### config.mk
export PLATFORM = sky130hd
export DESIGN_NAME = etsar_sweep
export DESIGN_NICKNAME = d
export VERILOG_FILES = /design/src/rtl/etsar_pkg.sv /design/src/rtl/etsar_wait_timer.sv /design/src/rtl/etsar_sar_reg.sv /design/src/rtl/etsar_ctrl.sv /design/src/rtl/etsar_sweep.sv
export SDC_FILE = /design/constraint.sdc
export NUM_CORES = 1
export LEC_CHECK = 0
export BUFFER_PORTS_ARGS = -buffer_cell sky130_fd_sc_hd__buf_4
export CAP_MARGIN = 20
export CORE_ASPECT_RATIO = 1.5
export CORE_MARGIN = 4
export CORE_UTILIZATION = 49
export CTS_CLUSTER_DIAMETER = 200
export DETAILED_ROUTE_END_ITERATION = 16
export PLACE_DENSITY_LB_ADDON = 0.1
export SYNTH_ARGS = -nofsm -noshare
export SYNTH_HDL_FRONTEND = slang
export SYNTH_SLANG_ARGS = --single-unit
export TNS_END_PERCENT = 1
### constraint.sdc
create_clock -name clk -period 1.95 [get_ports clk]
set_input_delay 0.0975 -clock clk [delete_from_list [all_inputs] [get_ports clk]]
set_output_delay 0.0975 -clock clk [all_outputs]
set_load 0.02 [all_outputs]
### src/rtl/etsar_pkg.sv
package etsar_pkg;
    typedef enum logic [2:0] {
        ST_IDLE,
        ST_SETTLE,
        ST_ARM,
        ST_FIRE,
        ST_STORE,
        ST_DONE
    } etsar_state_e;
endpackage

### src/rtl/etsar_wait_timer.sv
module etsar_wait_timer #(
    parameter int CNT_W = 4
) (
    input  logic             clk,
    input  logic             rst_n,
    input  logic             load_i,
    input  logic [CNT_W-1:0] load_val_i,
    output logic             expired_o
);
    logic [CNT_W-1:0] cnt_d, cnt_q;

    always_comb begin
        cnt_d = cnt_q;
        if (load_i)
            cnt_d = load_val_i;
        else if (cnt_q != '0)
            cnt_d = cnt_q - 1'b1;
    end

    always_ff @(posedge clk) begin
        if (!rst_n) cnt_q <= '0;
        else        cnt_q <= cnt_d;
    end

    assign expired_o = (cnt_q == '0);


    no_underflow_chk: assert property (@(posedge clk) disable iff (!rst_n)
        (!load_i && $past(cnt_q) == '0 && !$past(load_i)) |-> cnt_q == '0);
endmodule

### src/rtl/etsar_sar_reg.sv
module etsar_sar_reg #(
    parameter int DAC_W = 10
) (
    input  logic             clk,
    input  logic             rst_n,
    input  logic             clear_i,
    input  logic             seed_i,
    input  logic             decide_i,
    input  logic             comp_i,
    output logic [DAC_W-1:0] code_o,
    output logic             last_o
);
    localparam int PTR_W = (DAC_W > 1) ? $clog2(DAC_W) : 1;
    localparam logic [PTR_W-1:0] MSB_PTR = PTR_W'(DAC_W - 1);

    typedef struct packed {
        logic [DAC_W-1:0] code;
        logic [PTR_W-1:0] ptr;
    } sar_st_t;

    sar_st_t st_d, st_q;
    logic [DAC_W-1:0] cur_mask;
    logic [DAC_W-1:0] nxt_mask;

    always_comb begin
        cur_mask = '0;
        nxt_mask = '0;
        for (int i = 0; i < DAC_W; i++) begin
            if (PTR_W'(i) == st_q.ptr)        cur_mask[i] = 1'b1;
            if (PTR_W'(i + 1) == st_q.ptr)    nxt_mask[i] = 1'b1;
        end
    end

    always_comb begin
        st_d = st_q;
        if (clear_i) begin
            st_d.code = '0;
            st_d.ptr  = MSB_PTR;
        end else if (seed_i) begin
            st_d.code = st_q.code | cur_mask;
        end else if (decide_i) begin
            if (!comp_i)
                st_d.code = st_q.code & ~cur_mask;
            if (st_q.ptr != '0) begin
                st_d.code = st_d.code | nxt_mask;
                st_d.ptr  = st_q.ptr - 1'b1;
            end
        end
    end

    always_ff @(posedge clk) begin
        if (!rst_n) begin
            st_q.code <= '0;
            st_q.ptr  <= MSB_PTR;
        end else begin
            st_q <= st_d;
        end
    end

    assign code_o = st_q.code;
    assign last_o = (st_q.ptr == '0);


    keep_on_high_chk: assert property (@(posedge clk) disable iff (!rst_n)
        (decide_i && !clear_i && comp_i) |=> ((code_o & $past(cur_mask)) != '0));

    drop_on_low_chk: assert property (@(posedge clk) disable iff (!rst_n)
        (decide_i && !clear_i && !comp_i) |=> ((code_o & $past(cur_mask)) == '0));
endmodule

### src/rtl/etsar_ctrl.sv
module etsar_ctrl
    import etsar_pkg::*;
#(
    parameter int DLY_W      = 10,
    parameter int CNT_W      = 5,
    parameter int SETTLE_CYC = 16,
    parameter int ARM_CYC    = 8,
    parameter int FIRE_CYC   = 8
) (
    input  logic             clk,
    input  logic             rst_n,
    input  logic             start_i,
    input  logic             expired_i,
    input  logic             last_i,
    output logic             tmr_load_o,
    output logic [CNT_W-1:0] tmr_val_o,
    output logic             sar_clear_o,
    output logic             sar_seed_o,
    output logic             sar_decide_o,
    output logic             trig_o,
    output logic [DLY_W-1:0] delay_o,
    output logic             wr_en_o,
    output logic             done_o
);
    localparam logic [CNT_W-1:0] SETTLE_LD = CNT_W'(SETTLE_CYC - 1);
    localparam logic [CNT_W-1:0] ARM_LD    = CNT_W'(ARM_CYC - 1);
    localparam logic [CNT_W-1:0] FIRE_LD   = CNT_W'(FIRE_CYC - 1);
    localparam logic [DLY_W-1:0] DLY_LAST  = '1;

    typedef struct packed {
        etsar_state_e     state;
        logic [DLY_W-1:0] dly;
    } ctrl_st_t;

    ctrl_st_t st_d, st_q;

    always_comb begin
        st_d         = st_q;
        tmr_load_o   = 1'b0;
        tmr_val_o    = '0;
        sar_clear_o  = 1'b0;
        sar_seed_o   = 1'b0;
        sar_decide_o = 1'b0;
        unique case (st_q.state)
            ST_IDLE: begin
                if (start_i) begin
                    st_d.dly    = '0;
                    st_d.state  = ST_SETTLE;
                    sar_clear_o = 1'b1;
                    tmr_load_o  = 1'b1;
                    tmr_val_o   = SETTLE_LD;
                end
            end
            ST_SETTLE: begin
                if (expired_i) begin
                    st_d.state = ST_ARM;
                    sar_seed_o = 1'b1;
                    tmr_load_o = 1'b1;
                    tmr_val_o  = ARM_LD;
                end
            end
            ST_ARM: begin
                if (expired_i) begin
                    st_d.state = ST_FIRE;
                    tmr_load_o = 1'b1;
                    tmr_val_o  = FIRE_LD;
                end
            end
            ST_FIRE: begin
                if (expired_i) begin
                    sar_decide_o = 1'b1;
                    if (last_i) begin
                        st_d.state = ST_STORE;
                    end else begin
                        st_d.state = ST_ARM;
                        tmr_load_o = 1'b1;
                        tmr_val_o  = ARM_LD;
                    end
                end
            end
            ST_STORE: begin
                if (st_q.dly == DLY_LAST) begin
                    st_d.state = ST_DONE;
                end else begin
                    st_d.dly    = st_q.dly + 1'b1;
                    st_d.state  = ST_SETTLE;
                    sar_clear_o = 1'b1;
                    tmr_load_o  = 1'b1;
                    tmr_val_o   = SETTLE_LD;
                end
            end
            ST_DONE: begin
                st_d.state = ST_IDLE;
            end
            default: st_d.state = ST_IDLE;
        endcase
    end

    always_ff @(posedge clk) begin
        if (!rst_n) begin
            st_q.state <= ST_IDLE;
            st_q.dly   <= '0;
        end else begin
            st_q <= st_d;
        end
    end

    assign trig_o  = (st_q.state == ST_FIRE);
    assign wr_en_o = (st_q.state == ST_STORE);
    assign done_o  = (st_q.state == ST_DONE);
    assign delay_o = st_q.dly;


    dly_hold_chk: assert property (@(posedge clk) disable iff (!rst_n)
        trig_o |-> $stable(delay_o));

    wr_single_chk: assert property (@(posedge clk) disable iff (!rst_n)
        wr_en_o |=> !wr_en_o);

    done_single_chk: assert property (@(posedge clk) disable iff (!rst_n)
        done_o |=> !done_o);

    done_after_last_chk: assert property (@(posedge clk) disable iff (!rst_n)
        $rose(done_o) |-> ($past(wr_en_o) && $past(delay_o) == DLY_LAST));

    wr_trig_excl_chk: assert property (@(posedge clk) disable iff (!rst_n)
        wr_en_o |-> !trig_o);

    decide_in_fire_chk: assert property (@(posedge clk) disable iff (!rst_n)
        sar_decide_o |-> trig_o);
endmodule

### src/rtl/etsar_sweep.sv
module etsar_sweep #(
    parameter int DAC_W      = 10,
    parameter int DLY_W      = 10,
    parameter int SETTLE_CYC = 16,
    parameter int ARM_CYC    = 8,
    parameter int FIRE_CYC   = 8
) (
    input  logic             clk,
    input  logic             rst_n,
    input  logic             start_i,
    input  logic             comp_i,
    output logic             trig_o,
    output logic [DAC_W-1:0] dac_code_o,
    output logic [DLY_W-1:0] delay_code_o,
    output logic             wr_en_o,
    output logic [DLY_W-1:0] wr_addr_o,
    output logic [DAC_W-1:0] wr_data_o,
    output logic             done_o
);
    localparam int MAX_A   = (SETTLE_CYC > ARM_CYC) ? SETTLE_CYC : ARM_CYC;
    localparam int MAX_CYC = (MAX_A > FIRE_CYC) ? MAX_A : FIRE_CYC;
    localparam int CNT_W   = $clog2(MAX_CYC + 1);

    logic             tmr_load, tmr_exp;
    logic [CNT_W-1:0] tmr_val;
    logic             sar_clear, sar_seed, sar_decide, sar_last;

    initial begin
        if (SETTLE_CYC < 1 || ARM_CYC < 1 || FIRE_CYC < 1)
            $error("settle counts must be at least 1");
    end

    etsar_ctrl #(
        .DLY_W(DLY_W), .CNT_W(CNT_W), .SETTLE_CYC(SETTLE_CYC),
        .ARM_CYC(ARM_CYC), .FIRE_CYC(FIRE_CYC)
    ) ctrl_i (
        .clk(clk), .rst_n(rst_n), .start_i(start_i),
        .expired_i(tmr_exp), .last_i(sar_last),
        .tmr_load_o(tmr_load), .tmr_val_o(tmr_val),
        .sar_clear_o(sar_clear), .sar_seed_o(sar_seed), .sar_decide_o(sar_decide),
        .trig_o(trig_o), .delay_o(delay_code_o),
        .wr_en_o(wr_en_o), .done_o(done_o)
    );

    etsar_wait_timer #(.CNT_W(CNT_W)) timer_i (
        .clk(clk), .rst_n(rst_n), .load_i(tmr_load),
        .load_val_i(tmr_val), .expired_o(tmr_exp)
    );

    etsar_sar_reg #(.DAC_W(DAC_W)) sar_i (
        .clk(clk), .rst_n(rst_n), .clear_i(sar_clear), .seed_i(sar_seed),
        .decide_i(sar_decide), .comp_i(comp_i),
        .code_o(dac_code_o), .last_o(sar_last)
    );

    assign wr_addr_o = delay_code_o;
    assign wr_data_o = dac_code_o;


    dac_hold_chk: assert property (@(posedge clk) disable iff (!rst_n)
        trig_o |-> $stable(dac_code_o));
endmodule

==> reports/qor.yml <==
power.share.clock_pct: 35.0
synth_cell_type_count: 53
synth_area_per_cell_sq_um: 8.164
p_seq_share_pct: 44.2
p_comb_share_pct: 20.7
dpl-instance-area_sq_um: 2335
clkLatencyLatePin_ps: 280
ys_seq_elements: 32
hold_path.class: "in -> reg"
routed_wl_microns: 5200
fin_total_pwr_mw: 1.601
nets: 297
ioPinCount: 47
vias: 2015
drc: 0
timing.slew.headroom_pct: 55.88
hold_buffers: 0
grt_pass1_wl_microns: 8362
yosysSeqAreaShare_pct: 29.84
max_slew.worst_pin.slew_ps: 654.8
stdcell_area_sq_um: 2507
netlist_instances: 263
diodes: 0
power_density_nw_per_um2: 638.3
slew_violations: 0
fp.dieW_microns: 62.05
critPathLaunchType: "register"
initial_utilization_pct: 50.57
fin_crit_sh_pct: 96.61
grt_max_degree: 17
root_buffer: "clkbuf_8"
netlist_top_cells_count: "buf_4, dfxtp_1, a21oi_1"
fmax_ghz: 0.5308
netlist.area_leader.share_pct: 29.84
ys_warn_count: 0
first_iter_violations: 97
die_h_microns: 89.07
postSynth.asyncResetShare_pct: 0
path_cells: "inv_1 > ha_4 > or4b_4 > buf_4 > nor2_4 > buf_4 > a21oi_1 > a311oi_1"
tns_ps: 0
vias_per_cell: 6.051
gr-usage-all-layers_pct: 20.00
status: "complete, no violations"
sw_frac_of_total_pct: 28.13
dr.pass1.iters: 4
max_stage_delay_ps: 470
synth_top_cell_by_area: "dfxtp_1"
die_area_sq_um: 5526
peakVddDrop_mv: 0.5294
fill_cells: 407
cts.path.max_buffers: 2
crit_fanout: 6
cts.sinks: 32
netlist_area_sq_um: 2147
synthTopCellsByArea: "dfxtp_1, buf_4, a21oi_1, a311oi_1, ha_1"
critPathArrivalTime_ps: 2080
grt_pass1_vias: 1862
yosysMostFrequentCell: "buf_4"
crit_family: "simple AND/OR/NAND/NOR gates"
cp_num_buf_inv: 3
cap_violations: 0
io_buffers: 46
period_needed_ps: 1884
synth_nets: 273
ant_nets: 0
routedWlPerCell_microns: 15.62
ys.flop_type: "dfxtp_1"
htreeDepth: 2
antenna_found_initial: 0
place_hpwl_microns: 3639
p_leak_nw: 1.066
coreArea_sq_um: 4245
internal_power_mw: 1.150
finalHoldViolations: 0
cpMostUsedCell: "buf_4"
rsz0062_at_grt: "yes"
cts_tree: "done"
cp_data_required_time_ps: 2150
grt-ovfl-total: 0
setup_viol: 0
p_switching_mw: 0.4502
crit_path_end_kind: "register"
cts.clk_slew.worst_paths_ps: 70
finClkSkew_ps: 3.685
gp_congestion: 0.7993
critical_path_class: "reg -> reg"
cpMaxStageDelayCell: "or4b_4"
synth-edff-count: 0
cts_inserted_buffers: 5
syn2layout_area_growth_pct: 16.78
layout-drive-gt1-share_pct: 29.97
row_count: 29
[power groups by stage]
stage / Combinational [mW] / Clock (mW) / Sequential (mW)
finish: 0.332 / 0.561 / 0.708
global route: 0.365 / 0.597 / 0.713
CTS: 0.290 / 0.574 / 0.707
detailed placement: 0.287 / 0 / 0.722
global placement: 0.287 / 0 / 0.721
floorplan: 0.211 / 0 / 0.714
[logic make-up after synthesis]
| logic type | share of synthesized area [%] |
|---|---|
| muxes | 0.4662 |
| DFF | 29.84 |
| buffers and inverters | 18.59 |
| adders and majority gates | 3.496 |
| AOI/OAI and AO/OA | 23.02 |
| xor gates and xnor gates | 1.224 |
| and+or+nand+nor | 23.37 |
[through the flow]
step                      util (%)  setup slack, ps  cells  hold slack, ps
after floorplan                  -            89.23    263           215.0
after CTS                    57.38           -14.68    329           70.93
after detailed placement     55.00          -0.3598    322           372.3
after global placement       55.00           -10.10    322           370.9
after global routing         59.06           -11.70    333           78.96
final                        59.06            66.17    333           76.69
[sequential cells by signal, indices dropped and copies added (netlist names)]
name / count
timer_i.cnt_q: 5
sar_i.code_o: 10
sar_i.st_q: 4
ctrl_i.delay_o: 10
ctrl_i.st_q: 3
[routing by layer]
layer  global-route usage (%)  up-vias  share of wire (%)
met4                    11.20        0                3.4
met2                    33.87       68                 52
met3                    4.191       18                6.1
met5                        0        -                  0
met1                    22.44      960                 39
li1                         -      969                  -
[final timing paths]
check                           slack, ps                to             start  cells past startpoint
worst min register to register        460  timer_i.cnt_q[4]  timer_i.cnt_q[4]                      2
worst min-delay path                   80  timer_i.cnt_q[1]             rst_n                      2
worst max-delay path                   70   sar_i.code_o[4]  timer_i.cnt_q[1]                      8
worst max register to register         70   sar_i.code_o[4]  timer_i.cnt_q[1]                      8
[what timing repair did]
| item | 4_1_cts | 5_1_grt |
|---|---|---|
| gates resized for setup | 1 | 9 |
| setup endpoints to repair | 2 | 16 |
| cloned | 0 | 1 |
| pin swaps | 0 | 4 |
| buffers inserted | 0 | 3 |
[cells in the final DEF, fill, tap and decap left out, drive strengths merged, types with 6 or more instances in the layout]
master  netlist  final
nor2         18     18
buf          45     70
a311oi        9      9
o21ai         9      9
nand2        15     15
dfxtp        32     32
nand2b        7      7
clkbuf        8      7
a21oi        21     21
ha            6      6
inv           9      9
o31ai         6      6
nor3          9      9
[area by class of cell]
| type | count | area (sq um) | share of cell area, % |
|---|---|---|---|
| clock buffer | 7 | 96.34 | 3.842 |
| inverter | 9 | 33.78 | 1.347 |
| multi-input combinational | 169 | 1140 | 45.46 |
| sequential | 32 | 640.6 | 25.55 |
| tap | 46 | 57.56 | 2.295 |
| timing repair buffer | 70 | 539.3 | 21.51 |
No activity file was read; power rests on OpenSTA's default activity.
